<file path="src/rtl/bundle_unpack_pkg.sv">
package bundle_unpack_pkg;
    typedef enum logic [1:0] {
        ST_IDLE  = 2'd0,
        ST_SLOT0 = 2'd1,
        ST_SLOT1 = 2'd2,
        ST_SLOT2 = 2'd3
    } unpack_state_e;
endpackage

</file>
<file path="src/rtl/pred_file.sv">
module pred_file #(
    parameter int PRED_N = 64,
    parameter int NWR    = 2,
    localparam int PIDX_W = $clog2(PRED_N)
) (
    input  logic                  clk,
    input  logic                  rst_n,
    input  logic [NWR-1:0]        wr_en,
    input  logic [NWR*PIDX_W-1:0] wr_idx,
    input  logic [NWR-1:0]        wr_val,
    input  logic [PIDX_W-1:0]     rd_idx,
    output logic                  rd_val
);
    logic [PRED_N-1:0] bits_q;

    // higher port index overrides lower ones; register 0 never stored
    always_ff @(posedge clk) begin
        if (!rst_n) begin
            bits_q <= '0;
        end else begin
            for (int w = 0; w < NWR; w++) begin
                if (wr_en[w] && wr_idx[w*PIDX_W +: PIDX_W] != '0)
                    bits_q[wr_idx[w*PIDX_W +: PIDX_W]] <= wr_val[w];
            end
        end
    end

    // read with same-cycle forwarding, last matching port wins
    always_comb begin
        rd_val = bits_q[rd_idx];
        for (int w = 0; w < NWR; w++) begin
            if (wr_en[w] && wr_idx[w*PIDX_W +: PIDX_W] == rd_idx)
                rd_val = wr_val[w];
        end
        if (rd_idx == '0)
            rd_val = 1'b1;
    end

    AST_TOP_PORT_STORES: assert property (@(posedge clk) disable iff (!rst_n)
        (wr_en[NWR-1] && wr_idx[(NWR-1)*PIDX_W +: PIDX_W] != '0)
        |=> bits_q[$past(wr_idx[(NWR-1)*PIDX_W +: PIDX_W])] == $past(wr_val[NWR-1]));
    AST_FWD_MATCH: assert property (@(posedge clk) disable iff (!rst_n)
        (wr_en[NWR-1] && wr_idx[(NWR-1)*PIDX_W +: PIDX_W] == rd_idx && rd_idx != '0)
        |=> bits_q[$past(rd_idx)] == $past(rd_val));
endmodule

</file>
<file path="src/rtl/slot_pick.sv">
module slot_pick #(
    parameter int TMPL_W = 5,
    parameter int SLOT_W = 41,
    parameter int NSLOT  = 3,
    localparam int BUN_W = TMPL_W + NSLOT * SLOT_W,
    localparam int SEL_W = $clog2(NSLOT)
) (
    input  logic [BUN_W-1:0]  bundle,
    input  logic [SEL_W-1:0]  sel,
    output logic [TMPL_W-1:0] tmpl,
    output logic [SLOT_W-1:0] slot
);
    logic [SLOT_W-1:0] lanes [NSLOT];

    for (genvar s = 0; s < NSLOT; s++) begin : g_lane
        assign lanes[s] = bundle[TMPL_W + s*SLOT_W +: SLOT_W];
    end

    assign tmpl = bundle[TMPL_W-1:0];

    always_comb begin
        slot = '0;
        for (int s = 0; s < NSLOT; s++) begin
            if (SEL_W'(s) == sel)
                slot = lanes[s];
        end
    end
endmodule

</file>
<file path="src/rtl/bundle_unpack.sv">
module bundle_unpack
    import bundle_unpack_pkg::*;
#(
    parameter int TMPL_W = 5,
    parameter int SLOT_W = 41,
    parameter int PRED_N = 64,
    parameter int NWR    = 2,
    localparam int NSLOT  = 3,
    localparam int BUN_W  = TMPL_W + NSLOT * SLOT_W,
    localparam int PIDX_W = $clog2(PRED_N),
    localparam int SEL_W  = $clog2(NSLOT)
) (
    input  logic                  clk,
    input  logic                  rst_n,
    input  logic                  in_valid,
    output logic                  in_ready,
    input  logic [BUN_W-1:0]      in_bundle,
    output logic                  out_valid,
    input  logic                  out_ready,
    output logic [SEL_W-1:0]      out_idx,
    output logic [TMPL_W-1:0]     out_tmpl,
    output logic [SLOT_W-1:0]     out_slot,
    output logic                  out_kill,
    input  logic [NWR-1:0]        pw_en,
    input  logic [NWR*PIDX_W-1:0] pw_idx,
    input  logic [NWR-1:0]        pw_val
);
    unpack_state_e state_q, state_d;
    logic [BUN_W-1:0] bundle_q;
    logic             take;
    logic             pred_bit;

    assign take = in_valid && in_ready;

    // state register and bundle capture
    always_ff @(posedge clk) begin
        if (!rst_n) begin
            state_q  <= ST_IDLE;
            bundle_q <= '0;
        end else begin
            state_q <= state_d;
            if (take)
                bundle_q <= in_bundle;
        end
    end

    // next state
    always_comb begin
        state_d = state_q;
        unique case (state_q)
            ST_IDLE:  if (in_valid) state_d = ST_SLOT0;
            ST_SLOT0: if (out_ready) state_d = ST_SLOT1;
            ST_SLOT1: if (out_ready) state_d = ST_SLOT2;
            ST_SLOT2: if (out_ready) state_d = in_valid ? ST_SLOT0 : ST_IDLE;
        endcase
    end

    // outputs decoded from state
    always_comb begin
        in_ready  = 1'b0;
        out_valid = 1'b0;
        out_idx   = '0;
        unique case (state_q)
            ST_IDLE:  in_ready = 1'b1;
            ST_SLOT0: begin out_valid = 1'b1; out_idx = SEL_W'(0); end
            ST_SLOT1: begin out_valid = 1'b1; out_idx = SEL_W'(1); end
            ST_SLOT2: begin out_valid = 1'b1; out_idx = SEL_W'(2); in_ready = out_ready; end
        endcase
    end

    slot_pick #(.TMPL_W(TMPL_W), .SLOT_W(SLOT_W), .NSLOT(NSLOT)) u_pick (
        .bundle (bundle_q),
        .sel    (out_idx),
        .tmpl   (out_tmpl),
        .slot   (out_slot)
    );

    pred_file #(.PRED_N(PRED_N), .NWR(NWR)) u_preds (
        .clk    (clk),
        .rst_n  (rst_n),
        .wr_en  (pw_en),
        .wr_idx (pw_idx),
        .wr_val (pw_val),
        .rd_idx (out_slot[PIDX_W-1:0]),
        .rd_val (pred_bit)
    );

    assign out_kill = out_valid && !pred_bit;

    AST_P0_NEVER_KILLS: assert property (@(posedge clk) disable iff (!rst_n)
        (out_valid && out_slot[PIDX_W-1:0] == '0) |-> !out_kill);
    AST_HOLD_WHILE_STALLED: assert property (@(posedge clk) disable iff (!rst_n)
        (out_valid && !out_ready) |=> (out_valid && $stable(out_idx) && $stable(out_slot) && $stable(out_tmpl)));
    AST_SLOT_ORDER: assert property (@(posedge clk) disable iff (!rst_n)
        (out_valid && out_ready && out_idx != SEL_W'(2)) |=> (out_valid && out_idx == SEL_W'($past(out_idx) + 1'b1)));
    AST_ACCEPT_GATE: assert property (@(posedge clk) disable iff (!rst_n)
        in_ready |-> (!out_valid || (out_idx == SEL_W'(2) && out_ready)));
    AST_ACCEPT_STARTS: assert property (@(posedge clk) disable iff (!rst_n)
        (in_valid && in_ready) |=> (out_valid && out_idx == '0));
endmodule

</file>
<file path="config.mk">
export PLATFORM = sky130hd
export DESIGN_NAME = bundle_unpack
export DESIGN_NICKNAME = d
export VERILOG_FILES = /design/src/rtl/bundle_unpack_pkg.sv /design/src/rtl/pred_file.sv /design/src/rtl/slot_pick.sv /design/src/rtl/bundle_unpack.sv
export SDC_FILE = /design/constraint.sdc
export NUM_CORES = 1
export LEC_CHECK = 0
export ABC_AREA = 0
export BUFFER_PORTS_ARGS = -buffer_cell sky130_fd_sc_hd__buf_2
export CELL_PAD_IN_SITES_DETAIL_PLACEMENT = 1
export CELL_PAD_IN_SITES_GLOBAL_PLACEMENT = 2
export CORE_ASPECT_RATIO = 1.1
export CORE_MARGIN = 4
export CORE_UTILIZATION = 30
export DETAILED_ROUTE_END_ITERATION = 16
export PLACE_DENSITY = 0.7
export REMOVE_ABC_BUFFERS = 1
export SLEW_MARGIN = 30
export SYNTH_ARGS = -nofsm -noshare
export SYNTH_HDL_FRONTEND = slang
export SYNTH_HIERARCHICAL = 1
export SYNTH_SLANG_ARGS = --single-unit
</file>
<file path="constraint.sdc">
create_clock -name clk -period 3.3 [get_ports clk]
set_clock_uncertainty 0.1 [all_clocks]
set_input_delay 0.165 -clock clk [delete_from_list [all_inputs] [get_ports clk]]
set_output_delay 0.165 -clock clk [all_outputs]
set_load 0.05 [all_outputs]
</file>
## Yosys cells after proc, flatten, opt, wreduce, memory -nomap -nowiden

Index checks and enable logic that the tools add are counted.

- Word-level logic and storage cells: 61
- Output and inout bits: 51
- Input bits: 148
- Flip-flop bits (word level): 194

- Equal/unequal tests: 11
- $lt $le $gt $ge: 5
- Reductions and logical operators: 16
- Mux-type cells: 26

Operators by type and width:

| operator | number |
|---|---|
| 64-bit two-way mux | 3 |
| 64-bit bitwise mux | 2 |
| 41-bit two-way mux | 3 |
| 6-bit by 7-bit less-than comparator with 1-bit output, second input constant | 3 |
| 1-bit demux with 6-bit select | 2 |
| 6-bit == test | 2 |
| 6-bit by 1-bit greater-or-equal comparator with 1-bit output, second input constant | 2 |
| 6-bit nonzero test | 2 |
| 1-bit logical AND | 8 |
| 1-bit two-way mux | 8 |
| 2-bit two-way mux | 4 |
| 2-bit != test, second input constant | 4 |
| 2-bit case mux with 4 select lines | 1 |
| 1-bit binary-select mux with 6-bit select | 1 |
| 6-bit logical NOT | 1 |
| 2-bit == test, second input constant | 2 |
| 2-bit logical NOT | 2 |
| 2-bit case mux with 2 select lines | 1 |
| 4-bit AND reduction | 1 |
| 3-bit OR reduction | 1 |
| 1-bit by 2-bit == test with 1-bit output, first input constant | 1 |
| 2-bit by 1-bit == test with 1-bit output, second input constant | 1 |
| 2-bit == test, first input constant | 1 |
| 1-bit case mux with 2 select lines | 1 |
| 1-bit logical NOT | 1 |

## Longest topological paths before layout

Gate-level depths: netlist (run 1).

- Word-level depth: 13
- Gate-level depth with buffers: 16
- Depth with buffers taken out: 10

## Hierarchy

The synthesis (run 1) kept the hierarchy.

By module, submodules not included:

| module | instances | area an instance (µm²) | cells each |
|---|---|---|---|
| bundle_unpack | 1 | 5451.5 | 583 |
| pred_file | 1 | 4558.1 | 548 |
| slot_pick | 1 | 1249.9 | 103 |

## Worst setup path before layout (run 1)

Ideal clock, no wire load.

- Path type: flip-flop to output port
- Start: register state_q[0]
- End: output out_kill
- Cell stages (with the launch flop): 16
- Arrival: 3.924 ns
- Buffers on the path: 5
- Slack: -0.889 ns
- Cells stage by stage: dfxtp_1 inv_1 ha_1 buf_6 buf_6 mux2i_1 o2bb2ai_2 buf_2 buf_6 buf_4 mux4_2 mux2i_1 o2111ai_1 o2111ai_1 nand4_1 nor2_1

- Word-level cells in the longest chain between the ends: 13

RTL lines:

| element | line | text |
|---|---|---|
| start: declaration | bundle_unpack.sv:28 | `unpack_state_e state_q, state_d;` |
| start signal: assignment | bundle_unpack.sv:41 | `state_q <= state_d;` |
| 2-bit == test | bundle_unpack.sv:63 | `unique case (state_q)` |
| 2-bit case mux with 2 select lines * | bundle_unpack.sv:63 |  |
| net out_idx[0] | bundle_unpack.sv:20 | `output logic [SEL_W-1:0] out_idx,` |
| 2-bit logical NOT | slot_pick.sv:24 | `if (SEL_W'(s) == sel)` |
| 41-bit two-way mux (2 in series) | slot_pick.sv:24 |  |
| 41-bit two-way mux * | slot_pick.sv:24 |  |
| net out_slot[1] | bundle_unpack.sv:22 | `output logic [SLOT_W-1:0] out_slot,` |
| 1-bit binary-select mux with 6-bit select / 6-bit == test (equally long branches) | pred_file.sv:30, pred_file.sv:32 |  |
| 1-bit two-way mux (implied by the code) / 1-bit logical AND (equally long branches) | pred_file.sv:30, pred_file.sv:32 |  |
| 1-bit two-way mux (2 in series) | pred_file.sv:32 | `if (wr_en[w] && wr_idx[w*PIDX_W +: PIDX_W] == rd_idx)` |
| 1-bit two-way mux * | pred_file.sv:35 | `if (rd_idx == '0)` |
| net pred_bit | bundle_unpack.sv:31 | `logic pred_bit;` |
| 1-bit logical NOT * | bundle_unpack.sv:88 | `assign out_kill = out_valid && !pred_bit;` |
| 1-bit logical AND * | bundle_unpack.sv:88 |  |
| end: declaration | bundle_unpack.sv:23 | `output logic out_kill,` |

The timed path passes the listed nets; every way through them passes the cells marked *. The select of a mux whose other input is x is not followed.

## Final worst setup path (run 1)

- Start: register state_q[0]
- End: output out_kill

- Word-level cells in the longest chain between the ends: 13

RTL lines:

| element | line |
|---|---|
| 2-bit == test | bundle_unpack.sv:63 |
| 2-bit case mux with 2 select lines * | bundle_unpack.sv:63 |
| 2-bit logical NOT | slot_pick.sv:24 |
| 41-bit two-way mux (2 in series) | slot_pick.sv:24 |
| 41-bit two-way mux * | slot_pick.sv:24 |
| 1-bit binary-select mux with 6-bit select / 6-bit == test (equally long branches) | pred_file.sv:30, pred_file.sv:32 |
| 1-bit two-way mux (implied by the code) / 1-bit logical AND (equally long branches) | pred_file.sv:30, pred_file.sv:32 |
| 1-bit two-way mux (2 in series) | pred_file.sv:32 |
| 1-bit two-way mux * | pred_file.sv:35 |
| net pred_bit | bundle_unpack.sv:31 |
| 1-bit logical NOT * | bundle_unpack.sv:88 |
| 1-bit logical AND * | bundle_unpack.sv:88 |

Marks and branches as above.

==> metrics.yaml, run 1 <==
worst_setup_path:
  critical_path_class: "register to output pin"
  required_ns: 3.03
  r2r-end: "bundle_q[84]"
  startpoint_type: "register"
  r2r_cells: 7
  cp-end-kind: "output pin"
  crit_arrival_ns: 3.14
  crit_fanout: 5
  worstReg2RegStart: "state_q[0]"
  r2r_slack_ns: 0.85
logic_synthesis:
  synthArstFlopShare: 0
  synth_seq_cells: 194
  synth.distinct_cells: 63
  synth_flop_cell: "dfxtp_1"
  syn_inst: 1234
  synth_warnings: 6
  syn_area_mm2: 0.01126
  ys_seq_area_frac: 0.3449
  synth_edf_count: 0
  avgSynthCellArea_um2: 9.124
floorplan:
  die-area_mm2: 0.04070
  rows: 74
  io_pins: 199
  die_h_um: 211.2
  initial_core_util: 0.3033
  die_w_um: 192.7
  coreArea_mm2: 0.03713
timing:
  tns_ns: -0.1090
  setup_violations: 1
  timing.max_slew.rel_slack: 0.3546
  fmax_ghz: 0.2933
  rsz0062_at_grt: "true"
  fin_ws_ns: -0.1090
  worstMarginPinSlew_ns: 0.9639
  period_minus_slack_ns: 3.409
  finalMaxSlewViolations: 0
  finalHoldViolations: 0
  final.period_utilization: 1.033
pwr:
  clkPwrFrac: 0.227
  power.density_mw_per_mm2: 681.6
  combPwrFrac: 0.452
  switching_share: 0.4142
  power.leakage_nw: 5.942
  seq_power_share: 0.321
  p_int_w: 0.005743
  p_total_w: 0.009805
  ir_worst_vdd_uv: 559.6
  power.switching_w: 0.004061
placement:
  place_inst: 1848
  port_buffers: 198
  gp_congestion: 0.8719
  place_ws_ns: -0.2464
  place_hpwl_um: 26170
min_path:
  hp-start: "in_valid"
  worstHoldPathCells: 4
  whs_endpoint: "state_q[0]"
  min_path_type: "primary input to register"
detailed_routing:
  drtAntennaViolNets: 0
  drtIter0Drc: 374
  wirelength_um: 39070
  viasPerCell: 4.917
  drc: 0
  wl_per_cell_um: 19.36
  dr.pass1.iters: 4
  num_vias: 9923
cells_and_area:
  ff_latch_area_mm2: 0.003886
  multi_input_area_mm2: 0.006573
  nNetsFinal: 1667
  layout-drive-gt1-share: 0.2377
  fillers: 4314
  final_cell_mix: "nand2_1 (383), mux2i_1 (224), buf_2 (196)"
  syn2layout_area_growth_pct: 27.76
  final_cell_count_no_fill: 2018
  mostFrequentLayoutCell: "nand2_1"
global_routing:
  grt_pass1_vias: 10386
  grt_usage: 0.1884
  gr-total-overflow: 0
  antenna_found_initial: 1
  grt_pass1_wl_um: 59910
  grt_max_degree: 98
clock_network:
  cts_tree: "yes"
  clkLatencyLatePin_ns: 0.45
  cts_made_buffers: 17
  htreeDepth: 4
  cts_root_buffer: "clkbuf_16"
  clkTransAtPathRegs_ns: 0.07
  cts.sinks: 194
  clockBufferDepth: 2
run_status:
  status: "complete, but fails checks"
  violations: "setup timing"
flow_run:
  drv_cap: 0
## worst max path at each step
stage / startpoint / endpoint / slack [ns] / cells past startpoint
global placement: state_q[0] / out_kill / -0.15 / 12
global route: state_q[0] / out_kill / -0.27 / 12
finish: state_q[0] / out_kill / -0.11 / 12
detailed placement: state_q[0] / out_kill / -0.25 / 12
floorplan: state_q[0] / out_kill / -2.85 / 9
CTS: state_q[0] / out_kill / -0.19 / 12
## cells in the mapped netlist (6+ instances only)
cell type | number | area (um^2)
nand2_1 | 383 | 1438
nor2_1 | 50 | 187.7
buf_4 | 6 | 45.04
nand3_1 | 23 | 115.1
ha_1 | 7 | 87.58
dfxtp_1 | 194 | 3884
o211a_1 | 20 | 200.2
o211ai_1 | 13 | 97.59
xnor2_1 | 6 | 52.55
a211oi_1 | 35 | 262.8
mux2i_1 | 226 | 2262
nor3b_2 | 8 | 100.1
o21ai_0 | 10 | 50.05
a21oi_1 | 10 | 50.05
buf_6 | 14 | 157.7
mux4_2 | 11 | 247.7
o311ai_0 | 8 | 70.07
buf_12 | 17 | 340.3
o2bb2ai_2 | 40 | 600.6
a21o_1 | 7 | 52.55
clkbuf_1 | 50 | 187.7
buf_2 | 20 | 100.1
## per-stage QoR
step	util	cell area [um^2]	hold slack (ns)
global route	0.3874	14390	0.08120
detailed placement	0.3307	12280	0.3217
CTS	0.3872	14380	0.05909
global placement	0.3306	12270	0.3126
finish	0.3874	14390	0.08682
floorplan	-	10360	0.1923
## critical path, stage by stage, from the launching register on
cell       delay, ns
dfxtp_2         0.37
inv_2           0.06
ha_4            0.19
buf_6           0.14
mux2i_4         0.18
o2bb2ai_4       0.27
mux4_2          0.55
mux2i_1         0.15
mux2i_1         0.12
nand4b_1        0.10
nand4_1         0.18
nor2_1          0.18
buf_6           0.18
## power groups by stage
stage          registers [W]  clock network (W)  logic (W)
2_1_floorplan        0.00308                  0    0.00299
3_3_place_gp         0.00317                  0    0.00414
3_5_place_dp         0.00318                  0    0.00418
4_1_cts              0.00315            0.00230    0.00447
5_1_grt              0.00321            0.00239    0.00472
6_report             0.00314            0.00223    0.00443
## sequential cells by signal, indices dropped and copies added (netlist names)
register        count
bundle_q          128
state_q             2
u_preds/bits_q     64
## logic make-up after synthesis
kind of cell	after synthesis	share of synthesized area
compound gates	157	0.1339
xor+xnor	12	0.01067
fa+ha+maj	7	0.007778
buf+inv	117	0.08167
flops	194	0.3449
mux	237	0.2229
simple gates	510	0.1981
## routing by layer
metal  wire [um]  part of all wire  global-route usage
met4         321            0.0082             0.03517
met1       17880              0.46              0.2486
met5           0                 0                   0
met2       18800              0.48              0.3217
met3        2068             0.053             0.03851
## cell type report
class,instances,share of cell area
Clock buffer,19,0.03149
Inverter,5,0.001305
Multi-Input combinational cell,923,0.4569
Sequential cell,194,0.2702
Antenna cell,1,0.0001740
Timing Repair Buffer,371,0.1865
Tap cell,494,0.04297
Clock inverter,11,0.01052
## repair_timing
item / 4_1_cts / 5_1_grt
hold buffers: 128 / 0
resized for setup: 17 / 0
endpoints found under the setup margin: 1 / 1
setup buffers: 11 / 0
hold endpoints to repair: 128 / 0
pin swaps: 8 / 1
(Power assumes the default switching activity.)
==> inputs of run 2 (changes only) <==
--- a/config.mk
+++ b/config.mk
@@ -11,10 +11,9 @@
 export CELL_PAD_IN_SITES_GLOBAL_PLACEMENT = 2
 export CORE_ASPECT_RATIO = 1.1
 export CORE_MARGIN = 4
-export CORE_UTILIZATION = 30
+export CORE_UTILIZATION = 37
 export DETAILED_ROUTE_END_ITERATION = 16
-export PLACE_DENSITY = 0.7
-export REMOVE_ABC_BUFFERS = 1
+export PLACE_DENSITY = 0.84
 export SLEW_MARGIN = 30
 export SYNTH_ARGS = -nofsm -noshare
 export SYNTH_HDL_FRONTEND = slang
==> constraint.sdc (replaced) <==
create_clock -name clk -period 3.95 [get_ports clk]
set_clock_uncertainty 0.1 [all_clocks]
set_input_delay 0.1975 -clock clk [delete_from_list [all_inputs] [get_ports clk]]
set_output_delay 0.1975 -clock clk [all_outputs]
set_load 0.05 [all_outputs]
==> run 2 against run 1 <==
Net effect:
- the flow now finishes without violations
- largest cell class unchanged
- sequential share of layout area rose by 0.43 points
- combinational power is 17% lower
- highest routed layer unchanged
- setup slack gained 0.36 ns
- final cell count down 5.2%
- worst hold slack improved by 0.0046 ns
- register-to-register slack improved by 0.64 ns
- via count up 1.2%
- critical path depth unchanged
- non-clock buffer count decreased by 19
==> metrics.yaml, run 2 (same netlist as run 1, synthesis figures left out) <==
detailed_routing:
  wl_per_cell_um: 19.70  # +1.8%
  drc: 0  # unchanged
  dr.pass1.iters: 5  # +1
  viasPerCell: 5.247  # +6.7%
  wirelength_um: 37690  # -3.5%
  num_vias: 10038  # +1.2%
  drtAntennaViolNets: 0  # unchanged
  drtIter0Drc: 509  # +36%
timing:
  tns_ns: 0  # +0.1090 ns
  timing.max_slew.rel_slack: 0.2971  # -0.05744
  fmax_ghz: 0.2705
  setup_violations: 0  # -1
  worstMarginPinSlew_ns: 1.050  # +0.08578 ns
  finalMaxSlewViolations: 0  # unchanged
  rsz0062_at_grt: "false"
  finalHoldViolations: 0  # unchanged
  period_minus_slack_ns: 3.697
  final.period_utilization: 0.9358
  fin_ws_ns: 0.2534  # +0.3624 ns
cells_and_area:
  fillers: 3459  # -20%
  mostFrequentLayoutCell: "nand2_1"
  reg_top3: "bundle_q x128, u_preds/bits_q x64, state_q x2"
  layout-drive-gt1-share: 0.2281  # -0.009630
  syn2layout_area_growth_pct: 25.74
  regMostFlops: "bundle_q"
  final_cell_mix: "nand2_1 (383), mux2i_1 (225), buf_2 (196)"
  largest_reg_flops: 128  # unchanged
  nNetsFinal: 1648  # -1.1%
placement:
  place_hpwl_um: 23990  # -8.3%
  port_buffers: 198  # unchanged
  place_ws_ns: 0.2887  # +0.5351 ns
  gp_congestion: 0.8448  # -3.1%
worst_setup_path:
  r2r_slack_ns: 1.49  # +0.64 ns
  critical_path_class: "register to output pin"
  cp-end-kind: "output pin"
  startpoint_type: "register"
  r2r-end: "bundle_q[29]"
  startpoint: "state_q[0]"
  worstReg2RegStart: "state_q[0]"
  crit_fanout: 10  # +5
  crit_arrival_ns: 3.40  # +0.26 ns
  required_ns: 3.65  # +0.62 ns
  r2r_cells: 5  # -2
floorplan:
  die_w_um: 174.3  # -9.5%
  die_h_um: 191.0  # -9.6%
  coreArea_mm2: 0.02981  # -20%
  initial_core_util: 0.3777  # +0.07443
  die-area_mm2: 0.03329  # -18%
  io_pins: 199  # unchanged
  rows: 66  # -11%
pwr:
  power.leakage_nw: 5.847  # -1.6%
  power.density_mw_per_mm2: 578.8  # -15%
  ir_worst_vdd_uv: 287.6  # -49%
clock_network:
  cts_root_buffer: "clkbuf_16"
  cts_made_buffers: 17  # unchanged
  clockBufferDepth: 2  # unchanged
  cts_tree: "yes"
  clkLatencyLatePin_ns: 0.43  # -0.02 ns
  clkTransAtPathRegs_ns: 0.07  # about the same
  cts.sinks: 194  # unchanged
  htreeDepth: 4  # unchanged
global_routing:
  gr-total-overflow: 0  # unchanged
  grt_max_degree: 143  # +46%
  grt_pass1_wl_um: 59890  # about the same
  grt_pass1_vias: 10835  # +4.3%
  antenna_found_initial: 1  # unchanged
  grt_usage: 0.2251  # +0.03671
run_status:
  status: "complete, no violations"
min_path:
  worstHoldPathCells: 4  # unchanged
  whs_endpoint: "state_q[0]"
  min_path_type: "primary input to register"
  hp-start: "in_valid"
logic_synthesis:
  syn_nets: 1389
flow_run:
  drv_cap: 0  # unchanged
-- run 2: cell count changes in the layout (fill, tap and decap cells not counted), sizes merged --
cell      previous run  this run
clkinv               5         2
clkinvlp             0         2
inv                  8        10
buf                242       223
clkbuf              20        19
-- run 2: worst max-delay path: stages (launching register included) --
cell,delay (ns)
dfxtp_2,0.40
inv_1,0.14
ha_4,0.24
mux2i_1,0.18
o2bb2ai_4,0.34
buf_4,0.27
mux4_2,0.50
mux2i_1,0.14
mux2i_1,0.09
nand4b_1,0.10
nand4_1,0.17
nor2_2,0.15
buf_4,0.23
-- run 2: how the worst max path moves through the flow --
stage / end / cells after the start / slack (ns)
detailed placement: out_kill / 12 / 0.29
finish: out_kill / 12 / 0.25
CTS: out_kill / 12 / 0.004
global placement: out_kill / 12 / 0.40
floorplan: out_kill / 13 / 0.06
global route: out_kill / 12 / 0.03
-- run 2: area by class of cell --
class	instances	area, um^2	share of cell area
antenna	1	2.502	0.0001768
timing repair buffer	352	2570	0.1815
tap	408	510.5	0.03606
sequential	194	3886	0.2745
multi-input combinational	923	6559	0.4633
clock buffer	18	439.2	0.03102
inverter	5	18.77	0.001326
clock inverter	12	171.4	0.01211
-- run 2: metrics by stage --
stage	cell area [um^2]	utilization	hold WS [ns]	std cells	total power (W)
3_5_place_dp	12160	0.4077	0.3477	1749	0.006183
6_report	14160	0.4749	0.09142	1913	0.008194
2_1_floorplan	11270	-	0.2248	1234	0.005679
3_3_place_gp	12120	0.4066	0.3402	1749	0.006100
5_1_grt	14160	0.4749	0.09485	1913	0.008594
4_1_cts	14110	0.4733	0.07899	1912	0.008202
-- run 2: metal layers --
metal | track usage | vias up | wire length (um)
li1 | - | 4802 | -
met1 | 0.2581 | 4912 | 15500
met2 | 0.4140 | 250 | 19350
met3 | 0.04430 | 74 | 1648
met4 | 0.08376 | 0 | 1197
met5 | 0 | - | 0
-- run 2: timing repair --
item | in CTS | in global routing
hold endpoints to repair | 128 | 0
gates resized for setup | 1 | 9
endpoints found under the setup margin | 1 | 1
pin swaps | 1 | 1
setup buffers | 5 | 0
hold buffers | 128 | 0
-- run 2: power by group --
part / switching, W / total (W) / leakage [nW] / internal, W
logic: 0.00230 / 0.00368 / 3.97 / 0.00138
registers: 0.000270 / 0.00264 / 1.58 / 0.00237
clock network: 0.000848 / 0.00187 / 0.294 / 0.00103
